[config.mk]
export PLATFORM = sky130hd
export DESIGN_NAME = mux_bus_target
export DESIGN_NICKNAME = d
export VERILOG_FILES = /design/src/rtl/mbt_pkg.sv /design/src/rtl/mbt_decode.sv /design/src/rtl/mbt_regfile.sv /design/src/rtl/mbt_parity.sv /design/src/rtl/mux_bus_target.sv
export SDC_FILE = /design/constraint.sdc
export NUM_CORES = 1
export LEC_CHECK = 0
export BUFFER_PORTS_ARGS = -buffer_cell sky130_fd_sc_hd__buf_2
export CAP_MARGIN = 20
export CORE_ASPECT_RATIO = 0.8
export CORE_MARGIN = 2
export CORE_UTILIZATION = 24
export CTS_CLUSTER_DIAMETER = 80
export DETAILED_ROUTE_END_ITERATION = 6
export GPL_TIMING_DRIVEN = 0
export REMOVE_ABC_BUFFERS = 1
export SKIP_LAST_GASP = 1
export SYNTH_ARGS = -nofsm -noshare
export SYNTH_HDL_FRONTEND = slang
export SYNTH_SLANG_ARGS = --single-unit
export TNS_END_PERCENT = 10
[constraint.sdc]
create_clock -name clk -period 9.4 [get_ports clk]
set_clock_uncertainty 0.05 [all_clocks]
set_input_delay 0.47 -clock clk [delete_from_list [all_inputs] [get_ports clk]]
set_output_delay 0.47 -clock clk [all_outputs]
set_load 0.02 [all_outputs]
[src/rtl/mbt_pkg.sv]
package mbt_pkg;

  typedef enum logic [1:0] {
    ST_IDLE,
    ST_TURN,
    ST_DATA,
    ST_REL
  } tgt_state_e;

  localparam logic [3:0] CMD_IO_RD   = 4'b0010;
  localparam logic [3:0] CMD_IO_WR   = 4'b0011;
  localparam logic [3:0] CMD_MEM_RD  = 4'b0110;
  localparam logic [3:0] CMD_MEM_WR  = 4'b0111;
  localparam logic [3:0] CMD_RD_MULT = 4'b1100;
  localparam logic [3:0] CMD_RD_LINE = 4'b1110;
  localparam logic [3:0] CMD_WR_INV  = 4'b1111;

endpackage

[src/rtl/mbt_decode.sv]
module mbt_decode
  import mbt_pkg::*;
#(
  parameter logic [31:0] BASE_ADDR = 32'h0000_1000,
  parameter int          WIN_BITS  = 5,
  localparam int         TAGW      = 32 - WIN_BITS
) (
  input  logic [TAGW-1:0] addr_tag,
  input  logic [3:0]      cmd,
  output logic            claim,
  output logic            is_write
);

  logic hit;
  logic known;

  always_comb begin
    hit      = (addr_tag == BASE_ADDR[31:WIN_BITS]);
    known    = 1'b0;
    is_write = 1'b0;
    case (cmd)
      CMD_IO_RD, CMD_MEM_RD, CMD_RD_MULT, CMD_RD_LINE: known = 1'b1;
      CMD_IO_WR, CMD_MEM_WR, CMD_WR_INV: begin
        known    = 1'b1;
        is_write = 1'b1;
      end
      default: known = 1'b0;
    endcase
    claim = hit && known;
  end

  // configuration codes are never claimed
  always_comb begin
    if (claim) begin
      assert_no_config_claim_R2: assert (cmd[3:1] != 3'b101);
    end
  end

endmodule

[src/rtl/mbt_regfile.sv]
module mbt_regfile #(
  parameter int  NREGS = 8,
  parameter int  DW    = 32,
  localparam int IDXW  = $clog2(NREGS),
  localparam int NLANE = DW / 8
) (
  input  logic             clk,
  input  logic             rst_n,
  input  logic             wr_en,
  input  logic [IDXW-1:0]  idx,
  input  logic [NLANE-1:0] lane_en,
  input  logic [DW-1:0]    wdata,
  output logic [DW-1:0]    rdata
);

  logic [DW-1:0] words [NREGS];

  for (genvar r = 0; r < NREGS; r++) begin : g_word
    logic [NLANE-1:0][7:0] word_q;
    logic [NLANE-1:0][7:0] word_d;
    logic                  sel;

    always_comb begin
      sel    = wr_en && (idx == IDXW'(r));
      word_d = word_q;
      for (int l = 0; l < NLANE; l++) begin
        if (sel && lane_en[l]) word_d[l] = wdata[8*l +: 8];
      end
    end

    always_ff @(posedge clk or negedge rst_n) begin
      if (!rst_n)   word_q <= '0;
      else if (sel) word_q <= word_d;
    end

    assign words[r] = word_q;
  end

  assign rdata = words[idx];

endmodule

[src/rtl/mbt_parity.sv]
module mbt_parity #(
  parameter int DW = 32
) (
  input  logic          clk,
  input  logic          rst_n,
  input  logic [DW-1:0] tx_data,
  input  logic          tx_en,
  input  logic [DW-1:0] rx_data,
  input  logic [3:0]    cbe,
  input  logic          rx_par,
  input  logic          chk_en,
  output logic          par_out,
  output logic          par_oe,
  output logic          perr
);

  logic par_q, par_d;
  logic oe_q, oe_d;
  logic exp_q, exp_d;
  logic pend_q, pend_d;
  logic perr_q, perr_d;

  always_comb begin
    par_d  = ^{tx_data, cbe};
    oe_d   = tx_en;
    exp_d  = ^{rx_data, cbe};
    pend_d = chk_en;
    perr_d = pend_q && (rx_par != exp_q);
  end

  always_ff @(posedge clk or negedge rst_n) begin
    if (!rst_n) begin
      par_q  <= 1'b0;
      oe_q   <= 1'b0;
      exp_q  <= 1'b0;
      pend_q <= 1'b0;
      perr_q <= 1'b0;
    end else begin
      par_q  <= par_d;
      oe_q   <= oe_d;
      exp_q  <= exp_d;
      pend_q <= pend_d;
      perr_q <= perr_d;
    end
  end

  assign par_out = par_q;
  assign par_oe  = oe_q;
  assign perr    = perr_q;

  // the flag only follows a pending write check
  assert_flag_after_check_R10: assert property (@(posedge clk) disable iff (!rst_n)
    perr |-> $past(chk_en, 2));

endmodule

[src/rtl/mux_bus_target.sv]
module mux_bus_target
  import mbt_pkg::*;
#(
  parameter logic [31:0] BASE_ADDR  = 32'h0000_1000,
  parameter int          NREGS      = 8,
  parameter int          INIT_WAIT  = 2,
  parameter int          BURST_WAIT = 1
) (
  input  logic        clk,
  input  logic        rst_n,
  input  logic        frame_n,
  input  logic        irdy_n,
  input  logic [31:0] ad_in,
  input  logic [3:0]  cmd_be,
  input  logic        par_in,
  output logic [31:0] ad_out,
  output logic        ad_oe,
  output logic        par_out,
  output logic        par_oe,
  output logic        trdy_n_out,
  output logic        trdy_oe,
  output logic        sel_n_out,
  output logic        sel_oe,
  output logic        perr_flag
);

  localparam int IDXW     = $clog2(NREGS);
  localparam int WIN_BITS = IDXW + 2;
  localparam int WAIT_MAX = (INIT_WAIT > BURST_WAIT) ? INIT_WAIT : BURST_WAIT;
  localparam int CNTW     = $clog2(WAIT_MAX + 2);

  // reset: asserted asynchronously, released on a clock edge
  logic rst_meta_q, rst_s_q;
  always_ff @(posedge clk or negedge rst_n) begin
    if (!rst_n) begin
      rst_meta_q <= 1'b0;
      rst_s_q    <= 1'b0;
    end else begin
      rst_meta_q <= 1'b1;
      rst_s_q    <= rst_meta_q;
    end
  end

  tgt_state_e      state_q, state_d;
  logic [CNTW-1:0] cnt_q, cnt_d;
  logic [IDXW-1:0] widx_q, widx_d;
  logic            wr_q, wr_d;
  logic            idle_q, idle_d;

  logic claim, is_write, addr_phase, trdy_on, done;
  logic [31:0] rdata;

  mbt_decode #(
    .BASE_ADDR (BASE_ADDR),
    .WIN_BITS  (WIN_BITS)
  ) u_decode (
    .addr_tag (ad_in[31:WIN_BITS]),
    .cmd      (cmd_be),
    .claim    (claim),
    .is_write (is_write)
  );

  always_comb begin
    addr_phase = (state_q == ST_IDLE) && idle_q && !frame_n;
    trdy_on    = (state_q == ST_DATA) && (cnt_q == '0);
    done       = trdy_on && !irdy_n;
    idle_d     = frame_n && irdy_n;
    state_d    = state_q;
    cnt_d      = cnt_q;
    widx_d     = widx_q;
    wr_d       = wr_q;
    case (state_q)
      ST_IDLE: begin
        if (addr_phase && claim) begin
          widx_d = ad_in[IDXW+1:2];
          wr_d   = is_write;
          cnt_d  = CNTW'(INIT_WAIT);
          state_d = is_write ? ST_DATA : ST_TURN;
        end
      end
      ST_TURN: begin
        state_d = ST_DATA;
      end
      ST_DATA: begin
        if (cnt_q != '0) begin
          cnt_d = cnt_q - 1'b1;
        end else if (done) begin
          if (frame_n) begin
            state_d = ST_REL;
          end else begin
            widx_d = widx_q + 1'b1;
            cnt_d  = CNTW'(BURST_WAIT);
          end
        end
      end
      ST_REL: begin
        state_d = ST_IDLE;
      end
      default: state_d = ST_IDLE;
    endcase
  end

  always_ff @(posedge clk or negedge rst_s_q) begin
    if (!rst_s_q) begin
      state_q <= ST_IDLE;
      cnt_q   <= '0;
      widx_q  <= '0;
      wr_q    <= 1'b0;
      idle_q  <= 1'b0;
    end else begin
      state_q <= state_d;
      cnt_q   <= cnt_d;
      widx_q  <= widx_d;
      wr_q    <= wr_d;
      idle_q  <= idle_d;
    end
  end

  mbt_regfile #(
    .NREGS (NREGS),
    .DW    (32)
  ) u_regs (
    .clk     (clk),
    .rst_n   (rst_s_q),
    .wr_en   (done && wr_q),
    .idx     (widx_q),
    .lane_en (~cmd_be),
    .wdata   (ad_in),
    .rdata   (rdata)
  );

  always_comb begin
    sel_oe     = (state_q != ST_IDLE);
    sel_n_out  = (state_q == ST_REL);
    trdy_oe    = (state_q != ST_IDLE);
    trdy_n_out = !trdy_on;
    ad_oe      = (state_q == ST_DATA) && !wr_q;
    ad_out     = rdata;
  end

  mbt_parity #(
    .DW (32)
  ) u_par (
    .clk     (clk),
    .rst_n   (rst_s_q),
    .tx_data (ad_out),
    .tx_en   (ad_oe),
    .rx_data (ad_in),
    .cbe     (cmd_be),
    .rx_par  (par_in),
    .chk_en  (done && wr_q),
    .par_out (par_out),
    .par_oe  (par_oe),
    .perr    (perr_flag)
  );

  // latency window counter used by the R4 check
  logic [4:0] gap_q, gap_d;
  logic       first_q, first_d;
  always_comb begin
    gap_d   = gap_q;
    first_d = first_q;
    if (addr_phase && claim) begin
      gap_d   = 5'd1;
      first_d = 1'b1;
    end else if (done) begin
      gap_d   = 5'd1;
      first_d = 1'b0;
    end else if ((state_q == ST_TURN || state_q == ST_DATA) && !trdy_on && gap_q != 5'd31) begin
      gap_d = gap_q + 5'd1;
    end
  end
  always_ff @(posedge clk or negedge rst_s_q) begin
    if (!rst_s_q) begin
      gap_q   <= '0;
      first_q <= 1'b0;
    end else begin
      gap_q   <= gap_d;
      first_q <= first_d;
    end
  end

  assert_trdy_needs_sel_R1: assert property (@(posedge clk) disable iff (!rst_s_q)
    (trdy_oe && !trdy_n_out) |-> (sel_oe && !sel_n_out));

  assert_read_turnaround_R3: assert property (@(posedge clk) disable iff (!rst_s_q)
    (addr_phase && claim && !is_write) |=> !ad_oe);

  assert_release_high_R8: assert property (@(posedge clk) disable iff (!rst_s_q)
    $fell(sel_oe) |-> $past(sel_n_out && trdy_n_out));

  assert_latency_limit_R4: assert property (@(posedge clk) disable iff (!rst_s_q)
    (state_q == ST_DATA && trdy_on) |-> (first_q ? (gap_q <= 5'd16) : (gap_q <= 5'd8)));

endmodule

==> metrics.yaml <==
placedCellCount: 1723
synth_edf_count: 0
synthCells: 947
cts.sinks: 272
cts_repair_resize_count: 0
synth_top_area_share_pct: 50.8
core_region_area_mm2: 0.0552
synth-seq-cells: 272
drive_gt1_share_pct: 45.6
irDropWorstVdd_v: 0.000184
drv_slew: 0
fin_tns_setup_ps: 0
insertion_delay_ps: 540
start_util_pct: 24.3
fin_crit_ps: 4060
synth.cell_area_mm2: 0.0134
die_w_um: 268
clockBufferDepth: 3
synth-main-ff-cell: "dfrtp_1"
crit_path_end_kind: "flop"
post-synth-top-count-cell: "dfrtp_1"
max_stage_delay_ps: 850
crit_family: "simple AND/OR/NAND/NOR gates"
antenna_left: 0
grt_pass1_wl_um: 53600
finalSetupViolCount: 0
slew_headroom_pct: 28.4
status: "completed"
synth-async-reset-ratio_pct: 100
rsz0062_at_grt: "no"
r2r_setup_slack_ps: 5340
cts_tree: "done"
hp-class: "input pin to async pin"
root_buffer: "clkbuf_16"
clkTransAtPathRegs_ps: 70
rows: 77
ys_seq_area_share_pct: 50.8
leakagePower_nw: 7.51
cp.required_ps: 9780
finalHoldViolCount: 0
portBuffers: 80
hpwl_um: 24200
drc_errors: 0
numCtsBuffers: 27
synth_largest_area_cell: "dfrtp_1"
final_cells: 1775
gp_congestion: 0.771
max_freq_ghz: 0.247
vias: 7916
drtPass1Iterations: 5
critPathSlowestCell: "nor2_1"
r2r_start: "state_q[0]"
antenna_found_initial: 6
final_nets: 1061
die-area_mm2: 0.0578
crit_path_start_kind: "flop"
vias_per_cell: 4.46
htreeDepth: 1
worst_pin_slew_ps: 1070
crit_path_max_fanout: 13
syn_avg_cell_area_um2: 14.2
post_cts_buffers: 0
synth.distinct_cells: 45
io_pins: 81
cp_data_arrival_time_ps: 4430
cp_num_buf_inv: 1
critPathKind: "flop to flop"
gr-total-overflow: 0
grt_use_total_pct: 12.3
yosys_warnings: 0
maxCapViolations: 0
drt-total-wl_um: 35300
first_global_vias: 8275
grt_start_max_net_pins: 66
syn_to_final_growth_pct: 15.8
die_h_um: 215
p_per_area_mw_per_mm2: 186
cp-startpoint: "state_q[0]"
cp_cell_sequence: "inv_1, ha_1, nand2b_1, or2_2, nor3b_2, and2_1, nand2_1, nor2_1, mux2_2"
wire_per_inst_um: 19.9
drtIter0Drc: 525
synthTopCellsByArea: "dfrtp_1 51%, mux2_2 22%, mux4_2 9.7%"
yosys-top-cells-count: "272 x dfrtp_1, 259 x mux2_2, 100 x nand2_1"
final.period_utilization_pct: 43.1
## final timing paths
path / to / depth (start not counted)
min reg2reg: u_regs.g_word[1].word_q[11] / 0
max reg2reg: u_regs.g_word[1].word_q[9] / 9
min: rst_meta_q / 2
max: u_regs.g_word[1].word_q[9] / 9
max in group asynchronous: u_regs.g_word[7].word_q[28] / 2
min in group clk: u_regs.g_word[2].word_q[0] / 2
## logic make-up after synthesis
logic type	after synthesis	share of synthesized area, %
muxes	331	33.3
and+or+nand+nor	166	5.42
adders and majority gates	16	1.49
DFF	272	50.8
other	1	0.0280
buffers and inverters	73	2.81
xor gates and xnor gates	68	5.23
AOI/OAI and AO/OA	20	0.943
## report_power, final
part	total, mW	internal (mW)	switching, mW
Combinational	0.559	0.219	0.340
Sequential	1.25	1.20	0.0531
Clock	1.08	0.623	0.453
## routing by layer
metal  share of wire, %  vias up  global-route usage, %
met4                1.4        4                   1.96
met5              0.062        -                      0
met2                 44      153                   18.3
met1                 49     4221                   18.3
li1                   -     3493                      -
met3                5.9       45                   2.81
## stage by stage
stage | total power [mW] | setup slack, ps | utilization (%) | area (um2) | hold slack (ps)
finish | 2.88 | 5340 | 28.1 | 15500 | 195
global route | 3.01 | 5150 | 28.1 | 15500 | 184
CTS | 2.92 | 5380 | 28.1 | 15500 | 188
detailed placement | 1.84 | 5400 | 26.5 | 14600 | 209
global placement | 1.80 | -1710 | 26.1 | 14400 | 207
floorplan | 1.60 | 1210 | - | 13100 | 124
## state kept, by name (all words and copies together) (netlist names)
name / count
u_par.par_out: 1
idle_q: 1
rst_s_q: 1
state_q: 2
u_par.exp_q: 1
u_par.pend_q: 1
widx_q: 3
u_par.perr: 1
rst_meta_q: 1
cnt_q: 2
u_regs.g_word.word_q: 256
u_par.par_oe: 1
wr_q: 1
## what timing repair did
item,in CTS,in global routing
endpoints found under the setup margin,0,0
endpoints found under the hold margin,2,0
hold buffers,1,0
## layout by cell type, fill, tap and decap left out, types with 3 or more instances in the layout
cell type	count
nor2_2	10
clkbuf_1	6
clkbuf_8	9
mux4_1	6
dfrtp_4	4
and2_1	3
nand2_1	100
xor2_1	17
ha_1	16
clkbuf_16	27
nand3_1	11
inv_1	10
a21oi_1	6
dfrtp_1	268
o21ai_0	6
mux2_2	259
clkinv_2	4
mux4_2	58
buf_2	80
xnor2_1	43
mux2i_1	7
diode_2	3
nor4_1	5
nor2_1	26
buf_16	7
xnor3_1	6
## final cells by class
class	count	area [um2]
Sequential cell	272	6820
Multi-Input combinational cell	602	6220
Timing Repair Buffer	89	614
Tap cell	750	938
Fill cell	5573	39700
Inverter	12	45.0
Clock inverter	5	50.0
Antenna cell	3	7.51
Clock buffer	42	822
Note: power is estimated with default switching activity, not from simulation.
